`config.mk`:
```
export PLATFORM = sky130hd
export DESIGN_NAME = serial_rx_brk
export DESIGN_NICKNAME = d
export VERILOG_FILES = /design/src/rtl/serial_rx_brk_pkg.sv /design/src/rtl/rx_sync.sv /design/src/rtl/rx_par_exp.sv /design/src/rtl/serial_rx_brk.sv
export SDC_FILE = /design/constraint.sdc
export NUM_CORES = 1
export LEC_CHECK = 0
export BUFFER_PORTS_ARGS = -buffer_cell sky130_fd_sc_hd__buf_4
export CAP_MARGIN = 20
export CORE_UTILIZATION = 50
export CTS_BUF_LIST = sky130_fd_sc_hd__clkbuf_16
export CTS_CLUSTER_DIAMETER = 100
export DETAILED_ROUTE_END_ITERATION = 10
export PLACE_DENSITY = 0.81
export SETUP_SLACK_MARGIN = 0.5
export SYNTH_ARGS = -nofsm -noshare
export SYNTH_HDL_FRONTEND = slang
export SYNTH_HIERARCHICAL = 1
export SYNTH_SLANG_ARGS = --single-unit
```
`constraint.sdc`:
```
create_clock -name clk -period 2.95 [get_ports clk]
set_input_delay 0.295 -clock clk [delete_from_list [all_inputs] [get_ports clk]]
set_output_delay 0.295 -clock clk [all_outputs]
set_load 0.1 [all_outputs]
```
`src/rtl/serial_rx_brk_pkg.sv`:
```
package serial_rx_brk_pkg;
    typedef enum logic [2:0] {
        ST_IDLE,
        ST_START,
        ST_DATA,
        ST_PAR,
        ST_STOP,
        ST_WAIT_MARK
    } rx_state_e;
endpackage

```
`src/rtl/rx_sync.sv`:
```
module rx_sync #(
    parameter int   STAGES  = 2,
    parameter logic RST_VAL = 1'b1
) (
    input  logic clk,
    input  logic rst_n,
    input  logic d,
    output logic q
);
    logic [STAGES-1:0] chain_d, chain_q;

    always_comb begin
        chain_d = {chain_q[STAGES-2:0], d};
    end

    always_ff @(posedge clk) begin
        if (!rst_n) chain_q <= {STAGES{RST_VAL}};
        else        chain_q <= chain_d;
    end

    assign q = chain_q[STAGES-1];
endmodule

```
`src/rtl/rx_par_exp.sv`:
```
module rx_par_exp #(
    parameter int W = 8
) (
    input  logic [W-1:0] data,
    input  logic         odd,
    input  logic         stick,
    output logic         exp_bit
);
    // even: parity bit makes the total count even; odd flips it; stick forces the odd flag
    always_comb begin
        if (stick) exp_bit = odd;
        else       exp_bit = (^data) ^ odd;
    end
endmodule

```
`src/rtl/serial_rx_brk.sv`:
```
module serial_rx_brk
    import serial_rx_brk_pkg::*;
#(
    parameter int OVS         = 16,
    parameter int MAXB        = 8,
    parameter int SYNC_STAGES = 2
) (
    input  logic            clk,
    input  logic            rst_n,
    input  logic            tick,
    input  logic            rx_line,
    input  logic [1:0]      cfg_bits,
    input  logic            cfg_par_en,
    input  logic            cfg_par_odd,
    input  logic            cfg_par_stick,
    output logic [MAXB-1:0] rx_data,
    output logic            rx_valid,
    output logic            rx_perr,
    output logic            rx_ferr,
    output logic            rx_break
);
    localparam int CW   = $clog2(OVS);
    localparam int HALF = OVS / 2;
    localparam int IW   = $clog2(MAXB);
    localparam int BASE = MAXB - 3;

    typedef struct packed {
        rx_state_e       st;
        logic [CW-1:0]   cnt;
        logic [IW-1:0]   idx;
        logic [MAXB-1:0] shf;
        logic            seen1;
        logic            pbad;
        logic [MAXB-1:0] dout;
        logic            vld;
        logic            perr;
        logic            ferr;
        logic            brk;
    } rx_regs_t;

    rx_regs_t r_q, r_d;
    logic     rxs;
    logic     par_exp;
    logic [IW-1:0] last_idx;
    logic     smp_mid;
    logic     smp_full;

    rx_sync #(.STAGES(SYNC_STAGES), .RST_VAL(1'b1)) u_sync (
        .clk   (clk),
        .rst_n (rst_n),
        .d     (rx_line),
        .q     (rxs)
    );

    rx_par_exp #(.W(MAXB)) u_par (
        .data    (r_q.shf),
        .odd     (cfg_par_odd),
        .stick   (cfg_par_stick),
        .exp_bit (par_exp)
    );

    assign last_idx = IW'(BASE - 1) + IW'(cfg_bits);
    assign smp_mid  = tick && (r_q.cnt == CW'(HALF - 1));
    assign smp_full = tick && (r_q.cnt == CW'(OVS - 1));

    always_comb begin
        r_d      = r_q;
        r_d.vld  = 1'b0;
        r_d.perr = 1'b0;
        r_d.ferr = 1'b0;
        r_d.brk  = 1'b0;
        unique case (r_q.st)
            ST_IDLE: begin
                if (tick && !rxs) begin
                    r_d.st  = ST_START;
                    r_d.cnt = '0;
                end
            end
            ST_START: begin
                if (smp_mid) begin
                    if (rxs) begin
                        r_d.st = ST_IDLE;
                    end else begin
                        r_d.st    = ST_DATA;
                        r_d.cnt   = '0;
                        r_d.idx   = '0;
                        r_d.shf   = '0;
                        r_d.seen1 = 1'b0;
                        r_d.pbad  = 1'b0;
                    end
                end else if (tick) begin
                    r_d.cnt = r_q.cnt + 1'b1;
                end
            end
            ST_DATA: begin
                if (smp_full) begin
                    r_d.cnt          = '0;
                    r_d.shf[r_q.idx] = rxs;
                    r_d.seen1        = r_q.seen1 | rxs;
                    if (r_q.idx == last_idx) r_d.st = cfg_par_en ? ST_PAR : ST_STOP;
                    else                     r_d.idx = r_q.idx + 1'b1;
                end else if (tick) begin
                    r_d.cnt = r_q.cnt + 1'b1;
                end
            end
            ST_PAR: begin
                if (smp_full) begin
                    r_d.cnt   = '0;
                    r_d.pbad  = (rxs != par_exp);
                    r_d.seen1 = r_q.seen1 | rxs;
                    r_d.st    = ST_STOP;
                end else if (tick) begin
                    r_d.cnt = r_q.cnt + 1'b1;
                end
            end
            ST_STOP: begin
                if (smp_full) begin
                    r_d.cnt = '0;
                    if (rxs) begin
                        r_d.vld  = 1'b1;
                        r_d.perr = cfg_par_en & r_q.pbad;
                        r_d.dout = r_q.shf;
                        r_d.st   = ST_IDLE;
                    end else if (!r_q.seen1) begin
                        r_d.brk = 1'b1;
                        r_d.st  = ST_WAIT_MARK;
                    end else begin
                        r_d.vld  = 1'b1;
                        r_d.ferr = 1'b1;
                        r_d.perr = cfg_par_en & r_q.pbad;
                        r_d.dout = r_q.shf;
                        r_d.st   = ST_WAIT_MARK;
                    end
                end else if (tick) begin
                    r_d.cnt = r_q.cnt + 1'b1;
                end
            end
            ST_WAIT_MARK: begin
                if (rxs) r_d.st = ST_IDLE;
            end
            default: r_d.st = ST_IDLE;
        endcase
    end

    always_ff @(posedge clk) begin
        if (!rst_n) begin
            r_q    <= '0;
            r_q.st <= ST_IDLE;
        end else begin
            r_q <= r_d;
        end
    end

    assign rx_data  = r_q.dout;
    assign rx_valid = r_q.vld;
    assign rx_perr  = r_q.perr;
    assign rx_ferr  = r_q.ferr;
    assign rx_break = r_q.brk;
endmodule

```
# Yosys cells after proc, flatten, opt, wreduce, memory -nomap -nowiden
# Index checks and enable logic that the tools add are counted.
[classes]
add_sub_neg = 3
mul = 0
n_div = 0
magnitude_cmp = 2
n_eq_ne = 19
shift = 0
mux = 30
bitwise = 6
reduce_logical = 22
[op_table]
columns = ["operator", "n"]
rows = [
  ["3-bit 2-to-1 mux", 9],
  ["11-bit case mux with 2 select lines", 1],
  ["3-bit case mux with 6 select lines", 1],
  ["17-bit 2-to-1 mux", 1],
  ["2-bit inequality test, second input constant", 8],
  ["13-bit 2-to-1 mux", 1],
  ["12-bit 2-to-1 mux", 1],
  ["4-bit 2-to-1 mux", 3],
  ["4-bit case mux with 3 select lines", 1],
  ["11-bit 2-to-1 mux", 1],
  ["10-bit 2-to-1 mux", 1],
  ["5-bit AND reduction", 2],
  ["3-bit AND reduction", 3],
  ["8-bit bitwise mux", 1],
  ["4-bit AND reduction", 2],
  ["8-bit XOR reduction", 1],
  ["7-bit 2-to-1 mux", 1],
  ["7-bit AND reduction", 1],
  ["3-bit by 2-bit == test with 1-bit output, second input constant", 2],
  ["3-bit == test, second input constant", 2],
  ["2-bit nonzero test", 3],
  ["3-bit nonzero test", 2],
  ["4-bit by 1-bit adder with 4-bit output, second input constant", 1],
  ["4-bit by 3-bit == test with 1-bit output, second input constant", 1],
  ["other kinds (24)", 32],
]
[word_totals]
regBits = 34
latch_bits = 0
ramBits = 0
romBits = 0
inputBits = 9
out_inout_bits = 12
elab_cells = 94
n_memories = 0

# Longest topological paths before layout
# Gate-level depths: netlist of run 1.
[depth]
depth_word = 7
ltp_mapped = 9
ltp_nobuf = 9

# Modules after synthesis
# Netlist of run 1, hierarchy kept.
[modules_own_cells]
columns = ["mod", "instances", "cells_per_inst", "area_per_inst_um2"]
rows = [
  ["serial_rx_brk", 1, 214, 1849.3],
  ["rx_par_exp", 1, 9, 73.8],
  ["rx_sync", 1, 4, 52.6],
]

# Least setup slack after synthesis of run 1
# OpenSTA, ideal clock, no wires.
[synth_path]
path_kind = "flip-flop to flip-flop"
startpoint = "reg r_q[25] (netlist name)"
endpoint = "reg r_q[31] (netlist name)"
setup_ps = 119
arrival_ps = 1571
setup_slack_ps = 1260
stages_incl_launch_ff = 8
n_path_buf = 1
synth_period_minus_slack_ps = 1690
cell_sequence = "dfxtp_1 > ha_1 > and4_1 > buf_6 > nand2b_4 > a21o_1 > and3_1 > o221a_1"
[synth_between]
elab_chain_len = 4
[synth_rtl]
columns = ["item", "line", "source"]
rows = [
  ["start: declaration", "serial_rx_brk.sv:41", "rx_regs_t r_q, r_d;"],
  ["start signal: assignment", "serial_rx_brk.sv:150", "r_q <= r_d;"],
  ["4-bit == test / 4-bit by 3-bit == test with 1-bit output (equally long branches)", "serial_rx_brk.sv:64, serial_rx_brk.sv:63", ""],
  ["1-bit logical AND (on tied branches)", "serial_rx_brk.sv:64, serial_rx_brk.sv:63", ""],
  ["2-bit inequality test (no line)", "n/a", ""],
  ["7-bit AND reduction (no line) (*)", "n/a", ""],
]
# Every way passes the cells marked *; elsewhere a longest branch is shown, timed or not.
# A chain may end at the register's enable or synchronous reset.

# Final worst setup path of run 1
[layout_path]
startpoint = "reg r_q[30] (netlist name)"
endpoint = "reg r_q[22] (netlist name)"
[layout_between]
elab_chain_len = 3
[layout_rtl]
columns = ["item", "line", "source"]
rows = [
  ["3-bit by 1-bit == test with 1-bit output / 3-bit by 2-bit == test with 1-bit output (equally long branches)", "serial_rx_brk.sv:72", "unique case (r_q.st)"],
  ["2-bit inequality test (no line) / 2-bit nonzero test (equally long branches)", "n/a", ""],
  ["5-bit AND reduction (no line)", "n/a", ""],
]
# Parallel ways exist; a longest one is shown, timed or not.

==> out/metrics.cfg, run 1 <==
[min_path]
hold_path.class = input pin to register

[floorplan]
design.core.area_um2 = 3720
start_util = 0.532
num_io_pins = 21
die_w_um = 64.9
die_height_um = 64.9
dieArea_um2 = 4210
fp-row-count = 22

[cts]
clk_pin_slew_ps = 50
cts_tree = done
cts-buffers-inserted = 5
post_cts_buffers = 0
clock_sinks = 34
cts_hold_buf = 0
h-tree-depth = 2
cts_root_buf = clkbuf_16
clk_path_buf_depth = 2
worstSkewPairLatency_ps = 270
post_cts_resized = 0

[setup_path]
setup.worst_path.start_class = register
worst_setup_path_end_kind = register
path_max_fanout = 20
worstSetupPathType = register to register
cp.arrival_ps = 2170
critPathRequiredTime_ps = 3070

[outcome]
status = finished, final reports clean

[synth]
postSynthCellCount = 227
synth.distinct_cells = 53
synthTopCellsByCount = dfxtp_1 (34), nor2_1 (26), a21oi_1 (23)
seq_area_frac_synth = 0.345
syn_area_um2 = 1980
synth_flop_cell = dfxtp_1
synth_warnings = 6
async_flop_share = 0
ys_ff_latch = 34
synth_top_area_cell = dfxtp_1
yosys.cell_count.top_type = dfxtp_1
syn-num-nets = 238
synth_edf_count = 0
avgSynthCellArea_um2 = 8.70
synthTopCellsByArea = dfxtp_1 (34%), mux2i_1 (6.1%), a21oi_1 (5.8%)
synth.top_cell.area_share = 0.345

[layout]
drive_above_1_share = 0.197
multi_input_area_um2 = 1120
syn2layout_area_growth_pct = 10.1
fillers = 323
nNetsFinal = 243
final_util = 0.586
register_area_um2 = 681
n_antenna_cell = 0

[drt]
dr.first_iter.drc_count = 70
wl_per_cell_um = 13.0
route.vias.total = 1524
drt-vias-per-instance = 5.42
drc = 0
final_antenna_net_count = 0
wl_mm = 3.65
drt-pass1-iter-count = 4

[grt]
grtUsageTotal = 0.193
grt_pass1_wl_mm = 6.29
grt_remaining_overflow = 0
grt_pass1_vias = 1426
grt_max_degree = 25
antenna_found_initial = 0

[timing]
fmax_mhz = 488
skew_ps = 4.78
hold_viol_final = 0
tightest_slew_ps = 835
setup-violations-final = 0
finalCritPeriodShare = 0.695
fin_crit_ps = 2050
finalSetupTns_ps = 0
slew_headroom = 0.443
fin_hold_ws_ps = 205
grt_setup_unrepaired = no
report.final.slew_viol_count = 0

[flow_run]
maxCapViolations = 0

[power_and_ir_drop]
leakagePower_nw = 0.828
ir_drop_mv = 0.277
p_per_area_nw_per_um2 = 615

[place]
numPortBuffers = 20
gp_congestion = 0.825
dp.final_hpwl_mm = 2.61

[kinds of logic after synthesis]
| group | Yosys count | share of synthesized area |
|---|---|---|
| flip-flops | 34 | 0.345 |
| AND/OR/NAND/NOR | 95 | 0.288 |
| AO/OA/AOI/OAI | 42 | 0.135 |
| XOR/XNOR | 14 | 0.0621 |
| buffers and inverters | 27 | 0.0861 |
| multiplexers | 13 | 0.0722 |
| adder cells (fa/ha/maj) | 2 | 0.0127 |
[final cells by class]
class | instances | share of cell area
Clock buffer | 5 | 0.0575
Clock inverter | 3 | 0.00575
Inverter | 4 | 0.00690
Multi-Input combinational cell | 166 | 0.517
Sequential cell | 34 | 0.313
Tap cell | 48 | 0.0276
Timing Repair Buffer | 21 | 0.0725
[layout by cell type (no fill, tap or decap), types with 2 or more instances in the layout]
master     count
a21oi_1       23
a31oi_1        3
and3_1         4
buf_4         21
clkbuf_16      5
dfxtp_1       34
ha_1           2
inv_1          4
mux2i_1       12
nand2_1       12
nand2b_1       5
nand3_1       10
nand4_1        5
nor2_1        26
nor2b_1        4
nor3_1        11
o21ai_0        4
o22ai_1        2
xnor2_1       11
xor2_1         3
[worst paths after layout]
kind / cells after the start / startpoint / slack [ps] / end
setup / recovery: 5 / r_q[30] / 900 / r_q[22]
hold / removal: 2 / rx_line / 210 / u_sync/chain_q[0]
setup reg to reg: 5 / r_q[30] / 900 / r_q[22]
hold reg to reg: 1 / u_sync/chain_q[0] / 410 / u_sync/chain_q[1]
[registers in the layout, summed over array words and instances, names as in the netlist]
| signal | count |
|---|---|
| r_q | 20 |
| rx_data | 8 |
| u_sync/chain_q | 2 |
| rx_break | 1 |
| rx_ferr | 1 |
| rx_perr | 1 |
| rx_valid | 1 |
[power by group]
part,total [mW],internal (mW),switching (mW)
combinational,0.310,0.170,0.140
sequential,0.553,0.482,0.0713
clock,0.475,0.304,0.171
[metrics by stage]
step / power [mW] / cells / worst slack (ps) / area [um^2]
2_1_floorplan: 0.844 / 227 / 1260 / 1980
3_3_place_gp: 0.864 / 273 / 1010 / 2040
3_5_place_dp: 0.868 / 273 / 922 / 2040
4_1_cts: 1.34 / 281 / 923 / 2180
5_1_grt: 1.41 / 281 / 668 / 2180
6_report: 1.34 / 281 / 901 / 2180
[per-layer routing]
metal,part of all wire,up-vias,wire length [um],GRT usage
met1,0.50,692,1820,0.244
met3,0.030,2,109,0.0387
met4,0.0057,0,21,0.0861
met2,0.47,24,1700,0.315
met5,0,-,0,0
li1,-,806,-,-
[worst max-delay path: stages (launching register included)]
cell and delay, ps:
dfxtp_1 860, nand2_1 240, mux2i_4 220, nand2_1 260
o21ai_0 230, a21oi_1 80
Power figures use the tool's default switching activity.
==> run 2: changes to the inputs <==
ABC_AREA = 1   (was not set)
PLACE_DENSITY = 0.8   (was 0.81)
clock period = 2 ns   (was 2.95 ns; I/O delays follow)
==> run 2 against run 1 <==
- flip-flop and latch count unchanged
- worst setup slack got worse by 380 ps
- largest power group is now clock
- via count rose by 37%
- clock skew rose by 2.1 ps
- synthesized area grew 1.2%
- design area rose by 18%
- cell count increased by 40%
- register-to-register slack got worse by 380 ps
- critical path depth grew 8
- die area increased by 1.2%
- non-clock buffer count up 12
==> out/metrics.cfg, run 2 <==
[outcome]
status = finished, final reports clean

[drt]
dr.max_layer_used = met4
drt-vias-per-instance = 5.31
wl_met1_mm = 2.27
route.met2.wl_mm = 2.37
dr.first_iter.drc_count = 161
drt-pass1-iter-count = 4
wl_per_cell_um = 12.8
routed-wl-met3_um = 345
wl_mm = 5.05
drc = 0
final_antenna_net_count = 0
route.vias.total = 2094

[synth]
synth_flop_cell = dfxtp_1
synth_warnings = 6
async_flop_share = 0
syn-num-nets = 330
synthTopCellsByCount = nand2_1 (95), nor2_1 (55), dfxtp_1 (34)
synth_top_area_cell = dfxtp_1
yosys.cell_count.top_type = nand2_1
synth.top_cell.area_share = 0.340
synth_edf_count = 0
postSynthCellCount = 319
avgSynthCellArea_um2 = 6.27
seq_area_frac_synth = 0.340
syn_area_um2 = 2000
synth.distinct_cells = 30
ys_ff_latch = 34
synthTopCellsByArea = dfxtp_1 (34%), nand2_1 (18%), nor2_1 (10%)

[cts]
cts_root_buf = clkbuf_16
clk_path_buf_depth = 2
worstSkewPairLatency_ps = 280
cts-buffers-inserted = 5
cts_tree = done
clk_pin_slew_ps = 60
cts_hold_buf = 0
clock_sinks = 34
h-tree-depth = 2

[setup_path]
path_max_fanout = 5
reg2reg_to = r_q[12]
worst_setup_path_end_kind = register
rr_worst_depth = 13
cpPeakStageDelay_ps = 360
cpMaxStageDelayCell = dfxtp_4
crit-reg2reg-launch = r_q[18]
cp.arrival_ps = 1690
path_common_cell = nand2_1
worstSetupPathType = register to register
path_cells = inv_1, nand2_1, nand2_1, nand2_1, nand2_1, nand2_1, nand3_1, nand2_1, nand2_2, xnor2_1, o21ai_1, nand2_1, nor2_1
setup.worst_path.start_class = register
reg2reg_setup_slack_ps = 520
critPathRequiredTime_ps = 2210

[floorplan]
start_util = 0.534
num_io_pins = 21
design.core.area_um2 = 3740
die_height_um = 65.2
die_w_um = 65.2
dieArea_um2 = 4260
fp-row-count = 22

[layout]
top_register = r_q
final_common_cell = nand2_1
nNetsFinal = 356
n_antenna_cell = 0
syn2layout_area_growth_pct = 28.8
final_cells = 394
drive_above_1_share = 0.298
mostFrequentLayoutCells = nand2_1 (83), nor2_1 (49), buf_4 (33)
largest_register_ffs = 20

[timing]
skew_ps = 6.85
finalCritPeriodShare = 0.741
fmax_mhz = 675
report.final.slew_viol_count = 0
tightest_slew_ps = 472
finalSetupTns_ps = 0
setup-violations-final = 0
fin_crit_ps = 1480
slew_headroom = 0.685
hold_viol_final = 0
grt_setup_unrepaired = yes

[grt]
antenna_found_initial = 0
grt_pass1_wl_mm = 7.61
grt_pass1_vias = 1751
grt_remaining_overflow = 0
grt_max_degree = 21
grtUsageTotal = 0.229

[min_path]
hold_path.class = input pin to register
holdCritStartpoint = rx_line
holdPathEnd = u_sync/chain_q[0]
hold_depth = 3

[power_and_ir_drop]
ir_drop_mv = 0.700
finalPower_mw = 2.63
leakagePower_nw = 1.16
p_per_area_nw_per_um2 = 1020

[place]
gp_congestion = 0.897
dp.final_hpwl_mm = 3.05
numPortBuffers = 20
place_inst = 373

[flow_run]
maxCapViolations = 0

run 2: cell types whose count changed after synthesis, moves of 7 or more:
| cell | before | now |
|---|---|---|
| nor2_1 | 26 | 55 |
| inv_1 | 3 | 26 |
| mux2i_1 | 12 | 0 |
| nor3_1 | 11 | 3 |
| nand2_1 | 12 | 95 |
| o21ai_0 | 4 | 21 |
| a21oi_1 | 23 | 12 |
| nand3b_1 | 0 | 7 |
| nand3_1 | 10 | 21 |
| xnor2_1 | 11 | 3 |
run 2: cell type report:
cell class / instances / area, um^2
clock inverters: 3 / 63.8
well taps: 48 / 60.1
repair buffers: 33 / 248
clock buffers: 5 / 125
flip-flops and latches: 34 / 727
fillers: 308 / 1170
multi-input cells: 238 / 1220
inverters: 33 / 131
run 2: per-layer routing:
layer / global-route usage / up-vias
li1: - / 1055
met1: 0.306 / 942
met2: 0.353 / 88
met3: 0.0486 / 9
met5: 0 / -
met4: 0.0978 / 0
run 2: critical path: cells and delay by family (launching register included):
| kind | cells | cell delay [ps] |
|---|---|---|
| xor gates and xnor gates | 1 | 130 |
| DFF | 1 | 360 |
| and+or+nand+nor | 10 | 740 |
| AOI/OAI and AO/OA | 1 | 130 |
| buffers and inverters | 1 | 50 |
run 2: per-stage QoR:
step	cell area (um^2)	setup slack (ps)	hold slack, ps	util
3_5_place_dp	2120	427	377	0.566
2_1_floorplan	2000	621	269	-
5_1_grt	2570	397	122	0.688
6_report	2570	519	93.0	0.688
3_3_place_gp	2120	482	369	0.566
4_1_cts	2350	485	92.1	0.629
run 2: worst max-delay path by stage:
| stage | startpoint | end | depth (start not counted) |
|---|---|---|---|
| floorplan | r_q[25] | r_q[20] | 11 |
| global placement | r_q[26] | r_q[23] | 10 |
| detailed placement | r_q[25] | r_q[23] | 10 |
| CTS | r_q[26] | r_q[24] | 10 |
| global route | r_q[18] | r_q[12] | 13 |
| finish | r_q[18] | r_q[12] | 13 |
run 2: what timing repair did:
action / in CTS / in global routing
setup endpoints to repair: 25 / 29
resized for setup: 16 / 51
gates cloned: 1 / 0
pin swaps: 4 / 22
buffers inserted: 1 / 11
run 2: power breakdown:
group          switching [mW]  total [mW]  internal [mW]  leakage (nW)
clock                   0.280       0.989          0.709        0.0915
sequential             0.0795       0.819          0.739         0.286
combinational           0.536       0.827          0.291         0.781
run 2: logic make-up after synthesis:
group | count (synthesis) | synth area share
flops | 34 | 0.340
simple gates | 196 | 0.429
buf+inv | 48 | 0.113
xor+xnor | 3 | 0.0131
compound gates | 36 | 0.0926
fa+ha+maj | 2 | 0.0125
==> run 3: changes to the inputs <==
ABC_AREA = 0   (was 1)
PLACE_DENSITY = 0.81   (was 0.8)
clock period = 1.5 ns   (was 2 ns; I/O delays follow)
==> run 3 against run 2 <==
- the flow now finishes with violations (negative setup slack)
- flip-flop and latch count is the same
- global-route usage grew 11 points
- core utilization grew 15 points
- maximum frequency shrank 16%
- worst hold slack lost 41 ps
- combinational power grew 32%
- clock power grew 38%
- register-to-register slack lost 790 ps
- clock skew grew 9.1 ps
==> out/metrics.cfg, run 3 (same netlist as run 1, synthesis figures left out) <==
[outcome]
status = finished with violations
failed_checks = negative setup slack

[drt]
drt-vias-per-instance = 6.33
final_antenna_net_count = 0
dr.first_iter.drc_count = 230
route.vias.total = 2103
drt-pass1-iter-count = 4
drc = 0
wl_mm = 7.54
wl_per_cell_um = 22.7

[layout]
final_common_cell = buf_4
multi_input_area_um2 = 1460
nNetsFinal = 294
mostFrequentLayoutCells = buf_4 (53), dfxtp_2 (26), nor2_1 (23)
largest_register_ffs = 20
drive_above_1_share = 0.616
register_area_um2 = 717
syn2layout_area_growth_pct = 57.3
final_cells = 332
fillers = 175
top_register = r_q
n_antenna_cell = 0

[setup_path]
rr_worst_depth = 9
startpoint = r_q[16]
reg2reg_setup_slack_ps = -270
cp.arrival_ps = 1990
setup.worst_path.start_class = register
worst_setup_path_end_kind = register
reg2reg_to = r_q[12]
critPathRequiredTime_ps = 1720
path_max_fanout = 2
crit-reg2reg-launch = r_q[16]
endpoint = r_q[12]
worstSetupPathType = register to register

[place]
numPortBuffers = 20
place_inst = 313
dp.final_hpwl_mm = 3.43
gp_congestion = 0.890

[min_path]
hold_path.class = input pin to register

[floorplan]
die_w_um = 64.9
fp-row-count = 22
design.core.area_um2 = 3720
num_io_pins = 21
dieArea_um2 = 4210
start_util = 0.532
die_height_um = 64.9

[timing]
slew_headroom = 0.712
hold_viol_final = 0
fin_crit_ps = 1770
finalCritPeriodShare = 1.18
worst_slack_ps = -273
grt_setup_unrepaired = yes
report.final.slew_viol_count = 0
setup-violations-final = 26
tightest_slew_ps = 431
skew_ps = 16.0
fmax_mhz = 564

[power_and_ir_drop]
combPwrFrac = 0.310
finalPower_mw = 3.51
p_int_mw = 2.46
p_per_area_nw_per_um2 = 1130
ir_drop_mv = 1.73
power_frac_seq = 0.302
switching_share = 0.300
p_clk_frac = 0.389
leakagePower_nw = 1.24
p_sw_mw = 1.05

[cts]
clk_path_buf_depth = 2
cts-buffers-inserted = 5
clock_sinks = 34
cts_root_buf = clkbuf_16
clk_pin_slew_ps = 70
h-tree-depth = 2
cts_hold_buf = 0
worstSkewPairLatency_ps = 290
cts_tree = done

[grt]
grtUsageTotal = 0.337
grt_max_degree = 20
antenna_found_initial = 0
grt_remaining_overflow = 0
grt_pass1_wl_mm = 10.5
grt_pass1_vias = 2059

[flow_run]
maxCapViolations = 0

==> run 3: metal layers <==
layer,part of all wire,routed length [um],vias up,GRT usage
met5,0,0,-,0
met4,0.043,328,0,0.153
met3,0.089,675,36,0.0792
met2,0.48,3600,155,0.577
met1,0.39,2940,1011,0.395
li1,-,-,901,-
==> run 3: worst min path at each step <==
stage	start	endpoint	cells past startpoint
final	rx_line	u_sync/chain_q[0]	2
after global routing	rx_line	u_sync/chain_q[0]	2
after global placement	rx_line	u_sync/chain_q[0]	2
after floorplan	rst_n	u_sync/chain_q[0]	1
after detailed placement	rx_line	u_sync/chain_q[0]	2
after CTS	rx_line	u_sync/chain_q[0]	2
==> run 3: critical path, stage by stage (launching register included) <==
cell and delay (ps):
dfxtp_2 350, xnor2_2 230, xnor2_2 170, xnor2_1 110
nor2_1 140, xor2_1 190, xor2_1 160, and3_1 190
mux2i_1 70, nor2_1 80
==> run 3: metrics by stage <==
stage           util  TNS (ps)  hold WS, ps  area [um^2]  setup WS, ps
5_1_grt        0.836     -3740         60.8         3110          -301
3_3_place_gp   0.655     -2630          333         2430          -130
6_report       0.836     -2160         52.0         3110          -273
4_1_cts        0.790      -419         52.1         2940          -142
3_5_place_dp   0.655     -3420          340         2430          -182
2_1_floorplan      -      -103          223         2080         -63.7
==> run 3: area by class of cell <==
| cell class | instances | share of cell area |
|---|---|---|
| clock buffers | 5 | 0.0403 |
| clock inverters | 3 | 0.0205 |
| inverters | 4 | 0.00483 |
| multi-input cells | 167 | 0.469 |
| flip-flops and latches | 34 | 0.231 |
| well taps | 48 | 0.0193 |
| repair buffers | 71 | 0.216 |
==> run 3: timing repair <==
action,4_1_cts,5_1_grt
gates cloned,1,0
gates resized for setup,67,32
buffers inserted,7,3
endpoints found under the setup margin,44,35
pin swaps,23,19
==> run 3: power by group through the flow <==
stage | Combinational [mW] | Sequential, mW | Clock, mW
global route | 1.15 | 1.06 | 1.41
floorplan | 0.695 | 0.986 | 0
finish | 1.09 | 1.06 | 1.36
CTS | 0.947 | 1.04 | 1.33
global placement | 0.848 | 1.04 | 0
detailed placement | 0.865 | 1.04 | 0
